File: src/rtl/cpt_pkg.sv
package cpt_pkg;
   typedef enum logic [1:0] {
      ADDR_PERIOD  = 2'd0,
      ADDR_COMPARE = 2'd1,
      ADDR_CTRL    = 2'd2,
      ADDR_NONE    = 2'd3
   } cpt_addr_e;

   localparam int CTRL_EN_BIT   = 0;
   localparam int CTRL_GATE_BIT = 1;
   localparam int CTRL_SEL_LSB  = 2;

   function automatic int sel_width(input int lines);
      return (lines > 1) ? $clog2(lines) : 1;
   endfunction
endpackage

File: src/rtl/cpt_regs.sv
module cpt_regs
   import cpt_pkg::*;
#(
   parameter int WIDTH = 16,
   parameter int SELW  = 2
) (
   input  logic             clk,
   input  logic             rst_n,
   input  logic             cfg_we,
   input  logic [1:0]       cfg_addr,
   input  logic [WIDTH-1:0] cfg_wdata,
   output logic [WIDTH-1:0] period,
   output logic [WIDTH-1:0] compare,
   output logic             enable,
   output logic             gated,
   output logic [SELW-1:0]  sel
);
   always_ff @(posedge clk or negedge rst_n) begin
      if (!rst_n) begin
         period  <= '0;
         compare <= '0;
         enable  <= 1'b0;
         gated   <= 1'b0;
         sel     <= '0;
      end else if (cfg_we) begin
         case (cpt_addr_e'(cfg_addr))
            ADDR_PERIOD:  period  <= cfg_wdata;
            ADDR_COMPARE: compare <= cfg_wdata;
            ADDR_CTRL: begin
               enable <= cfg_wdata[CTRL_EN_BIT];
               gated  <= cfg_wdata[CTRL_GATE_BIT];
               sel    <= cfg_wdata[CTRL_SEL_LSB +: SELW];
            end
            default: ;
         endcase
      end
   end

   // the unused address leaves every field untouched
   p_unused_addr_r10: assert property (@(posedge clk) disable iff (!rst_n)
      (cfg_we && cfg_addr == 2'd3) |=> ($stable(period) && $stable(compare)
                                        && $stable(enable) && $stable(sel)));
endmodule

File: src/rtl/cpt_gate.sv
module cpt_gate #(
   parameter int NUM_TRIG = 4,
   parameter int SELW     = 2
) (
   input  logic                clk,
   input  logic                rst_n,
   input  logic [NUM_TRIG-1:0] trig_in,
   input  logic [SELW-1:0]     sel,
   input  logic                gated,
   input  logic                enable,
   output logic                tick
);
   logic line;

   generate
      if (NUM_TRIG == 1) begin : g_single
         assign line = trig_in[0];
      end else begin : g_mux
         always_comb begin
            line = 1'b0;
            for (int i = 0; i < NUM_TRIG; i++)
               if (sel == SELW'(i)) line = trig_in[i];
         end
      end
   endgenerate

   assign tick = enable & (~gated | line);

   p_disabled_r6: assert property (@(posedge clk) disable iff (!rst_n)
      !enable |-> !tick);
   p_free_run_r1: assert property (@(posedge clk) disable iff (!rst_n)
      (enable && !gated) |-> tick);
endmodule

File: src/rtl/cpt_counter.sv
module cpt_counter #(
   parameter int WIDTH = 16
) (
   input  logic             clk,
   input  logic             rst_n,
   input  logic             tick,
   input  logic [WIDTH-1:0] period,
   output logic [WIDTH-1:0] cnt,
   output logic             upd
);
   always_ff @(posedge clk or negedge rst_n) begin
      if (!rst_n) begin
         cnt <= '0;
         upd <= 1'b0;
      end else begin
         upd <= 1'b0;
         if (tick) begin
            if (cnt >= period) begin
               cnt <= '0;
               upd <= 1'b1;
            end else begin
               cnt <= cnt + 1'b1;
            end
         end
      end
   end

   p_step_r1: assert property (@(posedge clk) disable iff (!rst_n)
      (tick && cnt < period) |=> (cnt == $past(cnt) + 1'b1));
   p_wrap_r2: assert property (@(posedge clk) disable iff (!rst_n)
      (tick && cnt >= period) |=> (cnt == '0 && upd));
   p_pulse_at_zero_r3: assert property (@(posedge clk) disable iff (!rst_n)
      upd |-> (cnt == '0));
   p_hold_r7: assert property (@(posedge clk) disable iff (!rst_n)
      !tick |=> ($stable(cnt) && !upd));
endmodule

File: src/rtl/cpt_compare.sv
module cpt_compare #(
   parameter int WIDTH = 16
) (
   input  logic [WIDTH-1:0] cnt,
   input  logic [WIDTH-1:0] compare,
   output logic             pwm
);
   assign pwm = (cnt < compare);
endmodule

File: src/rtl/cpt_timer.sv
module cpt_timer
   import cpt_pkg::*;
#(
   parameter int WIDTH    = 16,
   parameter int NUM_TRIG = 4
) (
   input  logic                clk,
   input  logic                rst_n,
   input  logic                cfg_we,
   input  logic [1:0]          cfg_addr,
   input  logic [WIDTH-1:0]    cfg_wdata,
   input  logic [NUM_TRIG-1:0] trig_in,
   output logic                pwm_out,
   output logic                trig_out,
   output logic [WIDTH-1:0]    count_out
);
   localparam int SELW = sel_width(NUM_TRIG);

   generate
      if (WIDTH < 2) begin : g_bad_width
         $error("cpt_timer: WIDTH must be at least 2");
      end
      if (NUM_TRIG < 1) begin : g_bad_trig
         $error("cpt_timer: NUM_TRIG must be at least 1");
      end
      if (CTRL_SEL_LSB + SELW > WIDTH) begin : g_bad_ctrl
         $error("cpt_timer: control word does not fit in WIDTH");
      end
   endgenerate

   logic [WIDTH-1:0] period, compare, cnt;
   logic             enable, gated, tick, upd, pwm;
   logic [SELW-1:0]  sel;

   cpt_regs #(.WIDTH(WIDTH), .SELW(SELW)) u_regs (
      .clk(clk), .rst_n(rst_n), .cfg_we(cfg_we), .cfg_addr(cfg_addr),
      .cfg_wdata(cfg_wdata), .period(period), .compare(compare),
      .enable(enable), .gated(gated), .sel(sel)
   );

   cpt_gate #(.NUM_TRIG(NUM_TRIG), .SELW(SELW)) u_gate (
      .clk(clk), .rst_n(rst_n), .trig_in(trig_in), .sel(sel),
      .gated(gated), .enable(enable), .tick(tick)
   );

   cpt_counter #(.WIDTH(WIDTH)) u_counter (
      .clk(clk), .rst_n(rst_n), .tick(tick), .period(period),
      .cnt(cnt), .upd(upd)
   );

   cpt_compare #(.WIDTH(WIDTH)) u_compare (
      .cnt(cnt), .compare(compare), .pwm(pwm)
   );

   assign pwm_out   = pwm;
   assign trig_out  = upd;
   assign count_out = cnt;

   p_zero_compare_low_r5: assert property (@(posedge clk) disable iff (!rst_n)
      (compare == '0) |-> !pwm_out);
   p_no_pulse_disabled_r6: assert property (@(posedge clk) disable iff (!rst_n)
      (!enable && !$past(enable)) |-> !trig_out);
endmodule

File: config.mk
export PLATFORM = sky130hd
export DESIGN_NAME = cpt_timer
export DESIGN_NICKNAME = d
export VERILOG_FILES = /design/src/rtl/cpt_pkg.sv /design/src/rtl/cpt_regs.sv /design/src/rtl/cpt_gate.sv /design/src/rtl/cpt_counter.sv /design/src/rtl/cpt_compare.sv /design/src/rtl/cpt_timer.sv
export SDC_FILE = /design/constraint.sdc
export NUM_CORES = 1
export LEC_CHECK = 0
export BUFFER_PORTS_ARGS = -buffer_cell sky130_fd_sc_hd__buf_4
export CAP_MARGIN = 20
export CORE_MARGIN = 1
export CORE_UTILIZATION = 52
export DETAILED_ROUTE_END_ITERATION = 10
export PLACE_DENSITY = 0.8
export SYNTH_ARGS = -nofsm -noshare
export SYNTH_HDL_FRONTEND = slang
export SYNTH_SLANG_ARGS = --single-unit
File: constraint.sdc
create_clock -name clk -period 2.1 [get_ports clk]
set_clock_uncertainty 0.05 [all_clocks]
set_input_delay 0 -clock clk [delete_from_list [all_inputs] [get_ports clk]]
set_output_delay 0 -clock clk [all_outputs]
set_load 0.005 [all_outputs]
# After elaboration in Yosys (flattened, before gate mapping)
# Cells that the tools add are included.
# Widths: inputs -> output; s select.
# totals
mem_bits_ro	0
input_bits	25
ramBits	0
out_inout_bits	18
latch_bits	0
mem_count	0
reg_bits	53
word_cells	30
# classes
add_sub_neg	1
n_lt_le_gt_ge	2
shifts	0
muxes	7
eq_ne	5
n_reduce_logical	5
n_bitwise	3
multipliers	0
n_div	0
# op_table
cell	count
$add 16x1->16 const B	1
$ge 16x16->1	1
$lt 16x16->1	1
$mux 16	1
$eq 2x2->1 const B	3
$mux 1	6
$reduce_and 2->1	3
$eq 2x1->1 const B	2
$logic_not 2->1	2
$and 1x1->1	1
$not 1->1	1
$or 1x1->1	1

# Longest topological paths before layout
# Gate-level depths: netlist (run 1).
# depth
word_depth	8
ltp_mapped	9
depth_no_buf	8

# By module
# From an unflattened synthesis (run 1), not the netlist that was laid out.
# hier_totals
cells_unflattened	275
hier_area_um2	3103.0
# by_module_without_submodules
mod	cells_per_inst	area_each_um2	seq_area_each_um2	n_inst
cpt_regs	77	1362.6	900.9	1
cpt_counter	141	1317.5	425.4	1
cpt_compare	52	375.4	0.0	1
cpt_gate	5	47.5	0.0	1

# Worst setup path after synthesis (run 1)
# OpenSTA, ideal clock, no wires.
# synth_path
path_kind	register to register
startpoint	reg u_counter.cnt[13]
endpoint	reg u_counter.cnt[7]
path_buffers	0
slack_ns	0.022
t_arrival_ns	1.941
stages_incl_launch_ff	8
synth_period_minus_slack_ns	2.078
t_required_ns	1.963
path_cell_list	dfrtp_1 -> ha_1 -> a211oi_1 -> nor2_1 -> a211oi_2 -> o211ai_2 -> or4_1 -> o211ai_1
# synth_between
elab_chain_cells	2
# synth_lines
element	line	source
start: declaration	cpt_counter.sv:8	output logic [WIDTH-1:0] cnt,
start signal: assignment	cpt_counter.sv:22	cnt <= cnt + 1'b1;
$ge 16x16->1	cpt_counter.sv:18	if (cnt >= period) begin
$mux 16	cpt_counter.sv:18	
# No other way between the ends.
# A chain may end at the register's enable or synchronous reset.

# Worst setup path after layout (run 1)
# layout_path
startpoint	reg u_counter.cnt[5]
endpoint	reg u_counter.cnt[14]
# layout_between
elab_chain_cells	2
word_cells_on_any_way	3
classes_between	1 x add/sub; 1 x order compare; 1 x mux
# layout_lines
element	line
$add 16x1->16 or $ge 16x16->1 (tied branches)	cpt_counter.sv:22, cpt_counter.sv:18
$mux 16 (*)	cpt_counter.sv:18
# Mark *: on every way between the ends. The rest lies on a longest branch, timed or not.

==> results of run 1 <==
tightest hold or removal path: cells and delay by family:
family,cells,cell delay (ns)
mux,1,0.18
buf+inv,1,0.09
simple gates,1,0.20
logic make-up (layout without fill, tap and decap cells):
kind of cell               count (synthesis)  in the layout  synth area share [%]
adders and majority gates                 32             32                  13.2
AOI/OAI and AO/OA                         56             57                  12.2
and+or+nand+nor                           84             84                  14.1
muxes                                     23             23                  8.90
xor gates and xnor gates                   6              6                  1.73
DFF                                       53             53                  43.7
buffers and inverters                     44            150                  6.22
registers in the layout, indices dropped and copies added (netlist names):
name and flops:
u_counter.upd 1, u_regs.compare 16, u_regs.enable 1, u_regs.gated 1, u_regs.period 16, u_regs.sel 2
u_counter.cnt 16
cell usage in the layout (no fill, tap or decap), types with 6 or more instances in the layout:
master	Yosys	layout
nand2_1	40	37
xnor2_1	6	6
mux2_2	22	21
a21oi_1	9	8
dfrtp_1	53	53
clkbuf_8	0	6
ha_4	0	6
dlygate4sd3_1	0	17
buf_4	2	87
ha_1	32	25
o21ai_1	6	6
inv_1	33	29
nor2_1	10	7
o21ai_0	17	15
through the flow:
| stage | cell area, um2 | TNS (ns) | util (%) | hold WS, ns | std cells |
|---|---|---|---|---|---|
| finish | 4320 | -2.86 | 77.4 | 0.137 | 477 |
| global placement | 3670 | -0.775 | 65.8 | 0.0299 | 439 |
| floorplan | 3040 | 0 | - | -0.346 | 298 |
| detailed placement | 3670 | -2.27 | 65.8 | 0.0326 | 439 |
| global route | 4320 | -3.04 | 77.4 | 0.156 | 477 |
| CTS | 4100 | -0.507 | 73.5 | 0.133 | 470 |
worst paths after layout:
path,start,to,slack (ns),cells past startpoint
min,cfg_addr[0],u_regs.enable,0.14,3
max in group asynchronous,rst_n,u_regs.compare[4],1.33,2
min reg2reg,u_regs.compare[14],u_regs.compare[14],0.46,1
max reg2reg,u_counter.cnt[5],u_counter.cnt[14],-0.25,9
max,u_counter.cnt[5],u_counter.cnt[14],-0.25,9
min in group asynchronous,rst_n,u_regs.sel[0],0.23,2
power by group through the flow:
stage                     Clock [uW]  Combinational [uW]  Sequential, uW
after detailed placement           0                1460            1360
final                            645                2070            1360
after global placement             0                1390            1340
after CTS                        640                1690            1340
after floorplan                    0                 793            1390
after global routing             698                2220            1380
Yosys cell counts (2+ instances only):
cell / n
or2_1: 2
o31a_1: 2
buf_6: 2
a211oi_1: 2
or4_1: 6
o21ai_1: 6
ha_1: 32
o211ai_1: 5
buf_4: 2
a21oi_1: 9
nand2b_1: 2
dfrtp_1: 53
nand2_1: 40
clkbuf_1: 6
xnor2_1: 6
a21o_1: 4
nand3_1: 3
nor2_1: 10
nor3_1: 5
o21ai_0: 17
nand4_1: 5
mux2_2: 22
nor4_2: 4
inv_1: 33
nand3b_1: 2
routing by layer:
metal,track usage (%),up-vias,part of all wire (%)
met1,37.8,1363,41
met5,0,-,0
li1,-,1250,-
met2,48.0,180,48
met3,5.12,44,7.3
met4,9.26,0,3.6
area by class of cell:
| class | count | area share [%] |
|---|---|---|
| multi-input cells | 202 | 41.6 |
| inverters | 33 | 2.87 |
| well taps | 72 | 2.09 |
| clock buffers | 6 | 1.91 |
| repair buffers | 109 | 20.4 |
| flip-flops and latches | 53 | 30.7 |
| clock inverters | 2 | 0.406 |
timing repair:
action	CTS	global route
pin swaps	17	14
hold buffers	17	0
setup endpoints to repair	18	18
resized for setup	23	30
cloned	1	0
hold endpoints to repair	89	0
buffers inserted	5	7
==> flow_summary.ini, run 1 <==
[status]
outcome = finished with violations
violations = setup timing

[clocking]
h-tree-depth = 2
cts_tree = yes
clkSlewWorstSetupHoldPaths_ns = 0.11
cts_buffer_depth = 2
cts_sinks = 53
cts-root-buf = clkbuf_8
insertion_delay_ns = 0.32
cts_buffers = 5

[cells_and_area]
layout-drive-gt1-share_pct = 41.2
diodes = 0
area_delta_synth_final_pct = 42.2
nNetsFinal = 461
multiInputGateArea_um2 = 1800
regArea_um2 = 1330
n_fill_cell = 325

[route]
avgRoutedWirePerCell_um = 19.3
drt-initial-drc-count = 378
num_vias = 2837
postRouteWirelength_um = 9220
firstDrtPassIters = 5
ant_nets = 0
via_per_inst = 5.95
drc = 0

[job]
maxCapViolCount = 0

[synthesis]
syn-instance-count = 298
synth.top_cell.area_share_pct = 43.7
yosys.area.top_type = dfrtp_1
synth.cell_area_um2 = 3040
synth_edf_count = 0
synth_nets = 355
synth_cell_types = 43
synth-seq-area-share_pct = 43.7
ys_seq_elements = 53
ys_async_sr_fraction_pct = 100
syn-mean-instance-area_um2 = 10.2
ys.flop_type = dfrtp_1
ys_warn_count = 0
ys_top_cells_by_area = dfrtp_1 44%, ha_1 13%, mux2_2 8.2%

[power_and_ir_drop]
power.density_nw_per_um2 = 945
swShare_pct = 38.9
ir_worst_vdd_mv = 0.560
power_leakage_uw = 0.00204
p_int_uw = 2490
p_seq_share_pct = 33.4
pwr-share-clk_pct = 15.8
p_switching_uw = 1580
comb_power_share_pct = 50.8
power_uw = 4080

[critical_path]
crit_family = compound AO/OA/AOI/OAI gates
slowest_delay_ns = 0.41
critPathCaptureType = flip-flop
required_ns = 2.29
cp.arrival_ns = 2.53
critPathLaunchType = flip-flop
path_class = flip-flop to flip-flop
crit_fanout = 8
cp_slowest_cell = dfrtp_1
critPathBufInv = 2
crit_chain = ha_1 -> a41o_1 -> a21oi_1 -> o31a_1 -> o211ai_4 -> buf_4 -> nor2b_4 -> buf_6 -> a21oi_2

[floorplanning]
fp-row-count = 27
start_util_pct = 54.5
die_h_um = 78.4
coreArea_um2 = 5570
dieArea_um2 = 6150
io_pins = 43
die_w_um = 78.4

[timing]
setup_slack_ns = -0.246
setup_viol = 18
fin_crit_sh_pct = 112
post-route-min-period_ns = 2.35
hold_violations = 0
max_freq_mhz = 426
tightestPinTransition_ns = 0.686
grt_setup_unrepaired = yes
finalMaxSlewViolations = 0
slew_headroom_pct = 54.2

[placement]
dp_hpwl_um = 5000
portBuffers = 42
place_congestion = 0.820
place_ws_ns = -0.210

[global_route]
grt_max_degree = 54
grt_pass1_vias = 2717
antenna_found_initial = 0
grt_pass1_wl_um = 13500
grt_util_all_layers_pct = 28.7
grt_remaining_overflow = 0

[min_path]
hp-class = input pin to flip-flop
Note: power is estimated with default switching activity, not from simulation.
==> run 2: changes to the inputs <==
Settings changed: BUFFER_PORTS_ARGS -buffer_cell sky130_fd_sc_hd__buf_4 to not set, CORE_UTILIZATION 52 to 57, DONT_BUFFER_PORTS set to 1, PLACE_DENSITY 0.8 to 0.79, SETUP_SLACK_MARGIN set to 0.2.
==> flow_summary.ini, run 2 (synthesis gave the netlist of run 1 again) <==
[min_path]
hold-path-cell-count = 2
hold-path-endpoint = u_regs.enable
hp-class = input pin to flip-flop
min_from = cfg_we

[timing]
fin_hold_ws_ns = 0.0122
hold_violations = 0
slew_headroom_pct = 75.6
tightestPinTransition_ns = 0.363
grt_setup_unrepaired = yes
max_freq_mhz = 455
fin_crit_sh_pct = 105
setup_viol = 7
post-route-min-period_ns = 2.20
finalMaxSlewViolations = 0
setup_slack_ns = -0.0958

[power_and_ir_drop]
ir_worst_vdd_mv = 0.654
comb_power_share_pct = 43.8
p_seq_share_pct = 36.8
pwr-share-clk_pct = 19.4
p_switching_uw = 1340
p_int_uw = 2360
power.density_nw_per_um2 = 966
power_leakage_uw = 0.00176
swShare_pct = 36.3

[critical_path]
crit_chain = ha_1 -> a21boi_4 -> o21ai_2 -> a2111oi_4 -> buf_4 -> nor3_2 -> o31a_1
crit_family = compound AO/OA/AOI/OAI gates
required_ns = 2.05
reg2regPathDepth = 7
critPathLaunchType = flip-flop
r2r-start = u_counter.cnt[6]
path_class = flip-flop to primary output
critPathBufInv = 1
critPathCaptureType = primary output
slowest_delay_ns = 0.41
worstReg2RegEnd = u_counter.cnt[6]
crit_fanout = 3
cp_slowest_cell = dfrtp_1
reg2reg_slack_ns = -0.09
cp.arrival_ns = 2.15

[cells_and_area]
top_regs = u_counter.cnt (16), u_regs.compare (16), u_regs.period (16)
layout_commonest_cell = dfrtp_1
layout-drive-gt1-share_pct = 30.5
n_fill_cell = 373
diodes = 0
multiInputGateArea_um2 = 1700
regArea_um2 = 1330
nNetsFinal = 403
final_cell_mix = 50 x dfrtp_1, 39 x nand2_1, 31 x buf_4
area_delta_synth_final_pct = 26.0

[floorplanning]
coreArea_um2 = 5110
io_pins = 43
start_util_pct = 59.4
die_w_um = 75.0
fp-row-count = 26
dieArea_um2 = 5620
die_h_um = 75.0

[global_route]
grt_pass1_vias = 2331
antenna_found_initial = 0
grt_remaining_overflow = 0
grt_pass1_wl_um = 10600
grt_util_all_layers_pct = 26.3
grt_max_degree = 54

[route]
via_per_inst = 5.62
firstDrtPassIters = 4
ant_nets = 0
avgRoutedWirePerCell_um = 16.9
num_vias = 2342
postRouteWirelength_um = 7070
drt-initial-drc-count = 98
drc = 0

[clocking]
insertion_delay_ns = 0.31
cts_buffer_depth = 2
cts_tree = yes
cts_buffers = 5
h-tree-depth = 2
cts_sinks = 53
cts-root-buf = clkbuf_8
clkSlewWorstSetupHoldPaths_ns = 0.10

[placement]
place_ws_ns = -0.135
dp_hpwl_um = 4950
place_congestion = 0.829
portBuffers = 0

[status]
violations = setup timing
outcome = finished with violations

[job]
maxCapViolCount = 0
[run 2: changes by cell type in the layout (fill, tap and decap cells not counted), sizes merged]
cell / before / now
bufinv: 0 / 1
o211ai: 7 / 6
inv: 34 / 33
clkinvlp: 0 / 1
buf: 92 / 35
clkbuf: 6 / 5
[run 2: cell type report]
class	instances	area share, %
timing repair buffer	52	12.1
inverter	33	3.24
tap	70	2.29
clock buffer	5	1.80
multi-input combinational	201	44.6
clock inverter	3	1.21
sequential	53	34.8
[run 2: routing by layer]
layer | vias to the layer above | global-route usage, % | share of wire, %
met1 | 1151 | 28.2 | 39
li1 | 1133 | - | -
met3 | 10 | 6.16 | 4.4
met4 | 0 | 8.60 | 1.5
met5 | - | 0 | 0
met2 | 48 | 50.4 | 55
[run 2: how the worst max path moves through the flow]
stage | start | end | cells after the start
after floorplan | u_counter.cnt[0] | u_counter.cnt[6] | 8
after global routing | u_regs.period[13] | u_counter.cnt[4] | 9
after CTS | u_regs.period[5] | u_counter.cnt[4] | 9
after global placement | u_regs.period[5] | u_counter.cnt[4] | 9
final | u_counter.cnt[1] | pwm_out | 7
after detailed placement | u_regs.period[5] | u_counter.cnt[4] | 9
[run 2: timing repair]
item                       CTS  global route
setup buffers                0             4
hold endpoints to repair    89             0
setup endpoints to repair   18            18
pin swaps                    8            16
resized for setup           10            19
hold buffers                18             0
[run 2: through the flow]
step	instances	power, uW	TNS [ns]	area (um2)	util (%)
finish	417	3700	-0.424	3820	74.9
detailed placement	387	2690	-0.541	3350	65.7
global placement	387	2610	-0.136	3350	65.7
CTS	413	3540	-0.510	3700	72.4
floorplan	298	2230	0	3100	-
global route	417	3930	-0.999	3820	74.9
[run 2: power groups by stage]
stage          sequential, uW  combinational [uW]  clock [uW]
4_1_cts                  1350                1460         729
2_1_floorplan            1400                 830           0
5_1_grt                  1380                1790         764
6_report                 1360                1620         717
3_3_place_gp             1360                1250           0
3_5_place_dp             1370                1320           0
==> run 3: changes to the inputs <==
Settings changed: CORE_UTILIZATION 57 to 60, CTS_BUF_LIST set to sky130_fd_sc_hd__clkbuf_4, PLACE_DENSITY 0.79 to 0.83.
==> flow_summary.ini, run 3 (synthesis gave the netlist of run 1 again) <==
[status]
outcome = finished with violations
violations = setup timing

[global_route]
antenna_found_initial = 0
grt_remaining_overflow = 0
grt_util_all_layers_pct = 35.3
grt_pass1_vias = 2886
grt_pass1_wl_um = 13600
grt_max_degree = 54

[critical_path]
critPathLaunchType = flip-flop
cp.arrival_ns = 2.58
startpoint = u_regs.period[9]
cp_slowest_cell = or4_1
path_class = flip-flop to flip-flop
slowest_delay_ns = 0.44
crit_fanout = 6
r2r-start = u_regs.period[9]
critPathCaptureType = flip-flop
required_ns = 2.37
reg2reg_slack_ns = -0.21
critPathBufInv = 2
crit_family = simple AND/OR/NAND/NOR gates
crit_chain = inv_1 -> ha_1 -> nand2_1 -> nor3_4 -> a211oi_2 -> buf_4 -> o211ai_4 -> or4_1 -> o211ai_1

[power_and_ir_drop]
ir_worst_vdd_mv = 0.710
power.density_nw_per_um2 = 912
power_leakage_uw = 0.00187

[clocking]
cts_tree = yes
cts_sinks = 53
h-tree-depth = 2
cts_buffers = 5
cts_buffer_depth = 2
insertion_delay_ns = 0.41
cts-root-buf = clkbuf_4
clkSlewWorstSetupHoldPaths_ns = 0.17

[floorplanning]
coreArea_um2 = 4790
start_util_pct = 63.4
io_pins = 43
fp-row-count = 25
die_w_um = 73.1
dieArea_um2 = 5350
die_h_um = 73.1

[route]
num_vias = 2712
firstDrtPassIters = 4
postRouteWirelength_um = 9630
via_per_inst = 6.04
avgRoutedWirePerCell_um = 21.4
drc = 0
drt-initial-drc-count = 178
ant_nets = 0

[cells_and_area]
area_delta_synth_final_pct = 39.0
nNetsFinal = 438
stdcell_count = 449
top_regs = u_counter.cnt (16), u_regs.compare (16), u_regs.period (16)
layout-drive-gt1-share_pct = 32.5
layout_commonest_cell = dfrtp_1
final_cell_mix = 50 x dfrtp_1, 46 x dlygate4sd3_1, 38 x nand2_1
diodes = 0

[placement]
place_ws_ns = -0.118
place_congestion = 0.805
dp_hpwl_um = 4900
portBuffers = 0
dpl.cell_count = 380

[timing]
setup_viol = 18
max_freq_mhz = 433
setup_slack_ns = -0.210
slew_headroom_pct = 78.7
hold_violations = 0
post-route-min-period_ns = 2.31
grt_setup_unrepaired = yes
fin_crit_sh_pct = 110
finalMaxSlewViolations = 0
fin_hold_ws_ns = 0.0140
tightestPinTransition_ns = 0.320

[min_path]
hp-class = input pin to flip-flop
min_from = cfg_addr[0]

[job]
maxCapViolCount = 0
-- run 3: cell type report --
| cell class | count | area [um2] |
|---|---|---|
| well taps | 67 | 83.8 |
| inverters | 33 | 124 |
| multi-input cells | 202 | 1810 |
| clock inverters | 3 | 21.3 |
| fillers | 222 | 568 |
| clock buffers | 5 | 37.5 |
| repair buffers | 86 | 811 |
| flip-flops and latches | 53 | 1330 |
-- run 3: routing by layer --
metal  up-vias  global-route usage [%]  share of wire, %
li1       1210                       -                 -
met1      1306                    34.3                34
met2       133                    67.2                53
met3        63                    8.29               6.5
met4         0                    20.0               7.2
met5         -                       0                 0
-- run 3: where the power goes --
group | internal [uW] | switching, uW | total (uW)
combinational | 926 | 1060 | 1980
sequential | 1220 | 146 | 1370
clock | 133 | 363 | 497
-- run 3: worst register-to-register path, cell delays in order, from the launching register on --
cell and delay [ns]:
dfrtp_1 0.41, inv_1 0.11, ha_1 0.27, nand2_1 0.16, nor3_4 0.09, a211oi_2 0.26, buf_4 0.20, o211ai_4 0.13
or4_1 0.44, o211ai_1 0.10
-- run 3: what timing repair did --
| action | 4_1_cts | 5_1_grt |
|---|---|---|
| hold buffers | 47 | 0 |
| endpoints found under the setup margin | 18 | 18 |
| resized for setup | 32 | 23 |
| endpoints found under the hold margin | 89 | 0 |
| gates cloned | 1 | 0 |
| pin swaps | 24 | 11 |
| buffers inserted | 7 | 6 |
-- run 3: worst paths after layout --
path / depth (start not counted) / to
worst max-delay path: 9 / u_counter.cnt[5]
worst min-delay path: 3 / u_regs.period[15]
worst max register to register: 9 / u_counter.cnt[5]
worst min register to register: 1 / u_regs.compare[4]
max in group asynchronous: 2 / u_counter.cnt[4]
min in group asynchronous: 2 / u_regs.compare[14]
-- run 3: stage by stage --
step | TNS, ns | total power [uW] | cell area (um2) | utilization, %
floorplan | 0 | 2230 | 3100 | -
global placement | -0.0490 | 2570 | 3320 | 69.4
detailed placement | -0.498 | 2660 | 3320 | 69.4
CTS | -0.211 | 3490 | 4090 | 85.4
global route | -4.09 | 4040 | 4220 | 88.1
finish | -2.75 | 3850 | 4220 | 88.1
